[config.mk]
export PLATFORM = sky130hd
export DESIGN_NAME = copro_host_port
export DESIGN_NICKNAME = d
export VERILOG_FILES = /design/src/rtl/copro_host_port.sv
export SDC_FILE = /design/constraint.sdc
export NUM_CORES = 1
export LEC_CHECK = 0
export CORE_MARGIN = 5
export CORE_UTILIZATION = 33
export DETAILED_ROUTE_END_ITERATION = 12
export GPL_TIMING_DRIVEN = 0
export PLACE_DENSITY = 0.86
export SETUP_SLACK_MARGIN = 0.15
export SLEW_MARGIN = 20
export SYNTH_ARGS = -nofsm -noshare
export SYNTH_HDL_FRONTEND = slang
export SYNTH_SLANG_ARGS = --single-unit
[constraint.sdc]
create_clock -name clk -period 1.5 [get_ports clk]
set_clock_uncertainty 0.2 [all_clocks]
set_input_delay 0.3 -clock clk [delete_from_list [all_inputs] [get_ports clk]]
set_output_delay 0.3 -clock clk [all_outputs]
set_load 0.01 [all_outputs]
[src/rtl/copro_host_port.sv]
module copro_host_port #(
  parameter int DW        = 16,
  parameter int MAX_WORDS = 5,
  localparam int CW       = $clog2(MAX_WORDS + 1)
) (
  input  logic          clk,
  input  logic          rst_n,
  input  logic          sel_a_n,
  input  logic          sel_b,
  input  logic [1:0]    cmd,
  input  logic          rd_n,
  input  logic          wr_n,
  input  logic [DW-1:0] data_in,
  output logic [DW-1:0] data_out,
  output logic          data_oe,
  input  logic [DW-1:0] status_word,
  input  logic [DW-1:0] control_word,
  input  logic [DW-1:0] operand_word,
  input  logic          xfer_start,
  input  logic [CW-1:0] xfer_len,
  output logic          preq,
  input  logic          ack_n,
  output logic          busy,
  input  logic          exec_done,
  output logic          ev_stb,
  output logic [2:0]    ev_kind,
  output logic [DW-1:0] ev_data,
  output logic          cmd_err
);
  localparam logic [2:0] K_OPC = 3'd1, K_OPW = 3'd2, K_OPR = 3'd3, K_STR = 3'd4, K_CTR = 3'd5;
  localparam logic [6:0] IDLE = 7'b1011111;

  // {sel_a_n, sel_b, cmd[1:0], rd_n, wr_n, ack_n}
  logic [6:0] s1, s2;
  logic [2:0] s3;
  logic [CW-1:0] cnt;

  always_ff @(posedge clk or negedge rst_n)
    if (!rst_n) begin
      s1 <= IDLE;
      s2 <= IDLE;
      s3 <= 3'b111;
    end else begin
      s1 <= {sel_a_n, sel_b, cmd, rd_n, wr_n, ack_n};
      s2 <= s1;
      s3 <= s2[2:0];
    end

  wire hit      = !s2[6] && s2[5] && (s2[4:3] != 2'b11);
  wire rd_fall  = !s2[2] && s3[2];
  wire wr_fall  = !s2[1] && s3[1];
  wire ack_fall = !s2[0] && s3[0];

  wire wr_opc = hit && wr_fall && (s2[4:3] == 2'b00);
  wire wr_opd = hit && wr_fall && (s2[4:3] == 2'b01);
  wire rd_opd = hit && rd_fall && !wr_fall && (s2[4:3] == 2'b01);
  wire rd_st  = hit && rd_fall && !wr_fall && (s2[4:3] == 2'b00);
  wire rd_ct  = hit && rd_fall && !wr_fall && (s2[4:3] == 2'b10);
  wire word   = wr_opd || rd_opd;

  always_ff @(posedge clk or negedge rst_n)
    if (!rst_n) begin
      ev_stb  <= 1'b0;
      ev_kind <= '0;
      ev_data <= '0;
      cmd_err <= 1'b0;
      busy    <= 1'b0;
    end else begin
      ev_stb  <= (wr_opc && !busy) || wr_opd || rd_opd || rd_st || rd_ct;
      ev_kind <= wr_opc ? K_OPC : wr_opd ? K_OPW : rd_opd ? K_OPR : rd_st ? K_STR : rd_ct ? K_CTR : 3'd0;
      ev_data <= (wr_opc || wr_opd) ? data_in : '0;
      cmd_err <= wr_opc && busy;
      if (wr_opc && !busy) busy <= 1'b1;
      else if (exec_done)  busy <= 1'b0;
    end

  always_ff @(posedge clk or negedge rst_n)
    if (!rst_n) begin
      cnt  <= '0;
      preq <= 1'b0;
    end else if (xfer_start) begin
      cnt  <= xfer_len;
      preq <= (xfer_len != '0);
    end else if (word && cnt != '0) begin
      cnt  <= cnt - 1'b1;
      preq <= (cnt != CW'(1));
    end else if (ack_fall) begin
      preq <= 1'b0;
    end

  assign data_oe = !rd_n && !sel_a_n && sel_b && (cmd != 2'b11);

  always_comb
    case (cmd)
      2'b00:   data_out = status_word;
      2'b01:   data_out = operand_word;
      2'b10:   data_out = control_word;
      default: data_out = '0;
    endcase

  a_r8_busy_with_event: assert property (@(posedge clk) disable iff (!rst_n)
    $rose(busy) |-> (ev_stb && ev_kind == K_OPC));
  a_r9_err_only_when_busy: assert property (@(posedge clk) disable iff (!rst_n)
    cmd_err |-> ($past(busy) && !ev_stb));
  a_r4_single_pulse: assert property (@(posedge clk) disable iff (!rst_n)
    ev_stb |=> !ev_stb);
  a_r6_req_has_words: assert property (@(posedge clk) disable iff (!rst_n)
    preq |-> (cnt != '0));
  a_r7_drop_cause: assert property (@(posedge clk) disable iff (!rst_n)
    $fell(preq) |-> $past(ack_fall || word));
  a_r1_event_selected: assert property (@(posedge clk) disable iff (!rst_n)
    ev_stb |-> $past(hit));
endmodule

==> metrics <==
Starting Density=0.340; Syn Std Cell Area=1870 sq um; Tmin final=1700 ps; Nets=401; most common cell in the netlist=dfrtp_1; WP data arrival=1200 ps; first-pass GRT wire length=8.83 mm; slowest CP cell=mux2i_1; post-DP HPWL=4.09 mm; I/O Pins=118; final setup margin=-204 ps; VDD IR max=0.000380 V; final max-slew violation count=0; reg2reg start=s2[6]; Inserted Diodes=0; vias in the first global route=1968; Final setup viols=40; Distinct cells, synth=31; Mapped Avg Cell Area=11.2 sq um; gp weighted congestion=0.774; vias=1812; Design Area, Final=3690 sq um; Net Count, Synth=248; clk sinks=43; Crit Path Category=input port to output pin; largest net degree at the start of global routing=28; H-tree levels=2; total track usage=0.151; Die ar.=7290 sq um; CP startpoint kind=input port; unrepaired setup endpoints after global routing=yes; Synthesis Warnings=0; WL/cell=14.7 um; Slew headroom=0.734; CTS tree=yes; Worst-path clk slew=70 ps; Layout Utilization=0.671; antenna violations before repair=0; share of cells above drive strength 1=0.508; most frequent cell on the critical path=buf_12; Post-synth top cells=28 x dfrtp_1, 21 x nand2_1, 17 x and2_1, 17 x mux2i_1, 17 x o21ai_0; LEAKAGE=1.77 nW; period utilization=1.14; crit end category=output pin; maximum buffer depth of the clock tree=2; failing checks=negative setup slack; dpl cell area=3260 sq um; Num CTS Buffers=5; CP max stage delay=190 ps; number of flops mapped to enable cells by yosys=0; sequential area share after synthesis=0.584; Layout area overhead=97.0%; FF-to-FF End=cnt[2]; 1st-iter DRT viols=67; Gate Count Post-Synth=167; final hold violation count=0; Hold EP=s1[5]; critical path required time=1000 ps; Hold/Removal Path Class=input port to flop; I/O Buffers=117; Fill cells=416; Clock Latency Late Sink=290 ps; Die Y=85.4 um; Core ar.=5510 sq um; drt first pass iters=4; number of routed nets with antenna violations=0; GRT overflow=0; worst reg2reg path depth=5; Area contributors post-synth=dfrtp_1 37%, dfstp_2 21%, mux2i_1 9.1%; f_max=587 MHz; Yosys top cell by area=dfrtp_1; internal reg-to-reg setup slack=-100 ps; Synth Flop Type=dfrtp_1; actual slew at the worst max-slew pin=399 ps; worst path cell trace=buf_6, buf_12, buf_4, buf_12, mux2i_1, o21ai_2, buf_2; Min-Delay Path Depth=1; Cell Pwr Density=703 nW/um^2; Fin Hold WS=64.7 ps; outcome=finished, violations left; highest net fanout along the worst path=5; ys async rst share=1.00; DRC Markers=0; top-area cell type share of the netlist area=0.374; WL final=5.79 mm; #FFs+latches synth=43; Via density=4.61; Horiz. Die Dim=85.4 um; max-cap violation count=0; row count=27; root buf cell=clkbuf_8; hold path start=sel_b
## critical path: cells and delay by family
family | cells | cell delay [ps]
muxes | 1 | 190
AOI/OAI and AO/OA | 1 | 70
buffers and inverters | 5 | 640
## cell families after synthesis
group	after synthesis	share of synthesized area
simple gates	64	0.184
flops	43	0.584
compound gates	27	0.0868
mux	17	0.0908
buf+inv	12	0.0294
fa+ha+maj	3	0.0200
xor+xnor	1	0.00467
## repair_timing
| item | in CTS | in global routing |
|---|---|---|
| setup buffers | 17 | 3 |
| resized for setup | 236 | 19 |
| endpoints found under the setup margin | 66 | 44 |
| hold buffers | 5 | 0 |
| hold endpoints to repair | 16 | 0 |
| pin swaps | 18 | 19 |
| cloned | 3 | 0 |
## where the power goes
group          total, mW  internal (mW)  switching, mW
sequential          1.24           1.22         0.0246
combinational      0.674          0.402          0.272
clock              0.681          0.330          0.350
## per-layer routing
layer / vias to the layer above / routed length (um) / track usage
met5: - / 0 / 0
met4: 0 / 104 / 0.0576
met3: 11 / 538 / 0.0515
met2: 85 / 3160 / 0.283
met1: 850 / 1990 / 0.152
li1: 866 / - / -
## per-stage QoR
step	std cells	power, mW	setup WS, ps	setup TNS, ps
floorplan	167	1.46	0.414	0
global placement	356	1.81	-1370	-60910
detailed placement	357	1.83	-1370	-23220
CTS	390	2.58	-220	-3290
global route	393	2.72	-254	-5880
finish	393	2.60	-204	-4210
## layout by cell type, fill, tap and decap left out, types with 6 or more instances in the layout
master / instances
dfstp_2: 15
nor2_1: 8
nand2_4: 7
clkdlybuf4s50_1: 67
buf_6: 10
clkbuf_8: 6
nand2_2: 7
o21ai_2: 17
buf_2: 41
and2_4: 16
nand2_1: 7
mux2i_1: 15
dfrtp_1: 28
buf_4: 12
## how the worst max path moves through the flow
stage               startpoint      endpoint  slack (ps)  cells after the start
finish                  cmd[0]  data_out[15]        -200                      7
global route            cmd[0]   data_out[7]        -250                      9
CTS                     cmd[0]   data_out[8]        -220                      9
detailed placement      cmd[1]   data_out[8]       -1370                      7
global placement        cmd[1]  data_out[11]       -1370                      7
floorplan                s2[2]        cnt[2]         0.4                      4
## layout make-up
| cell class | instances | area [sq um] | area share |
|---|---|---|---|
| clock buffers | 8 | 80.1 | 0.0217 |
| flip-flops and latches | 43 | 1090 | 0.297 |
| plain buffers | 7 | 100 | 0.0271 |
| well taps | 72 | 90.1 | 0.0244 |
| multi-input cells | 112 | 1000 | 0.272 |
| repair buffers | 146 | 1300 | 0.353 |
| inverters | 5 | 18.8 | 0.00508 |
## registers in the layout (all words and copies together), names as in the netlist
| name | count |
|---|---|
| busy | 1 |
| cmd_err | 1 |
| cnt | 3 |
| ev_data | 16 |
| ev_kind | 3 |
| ev_stb | 1 |
| preq | 1 |
| s1 | 7 |
| s2 | 7 |
| s3 | 3 |
Power figures use the tool's default switching activity.
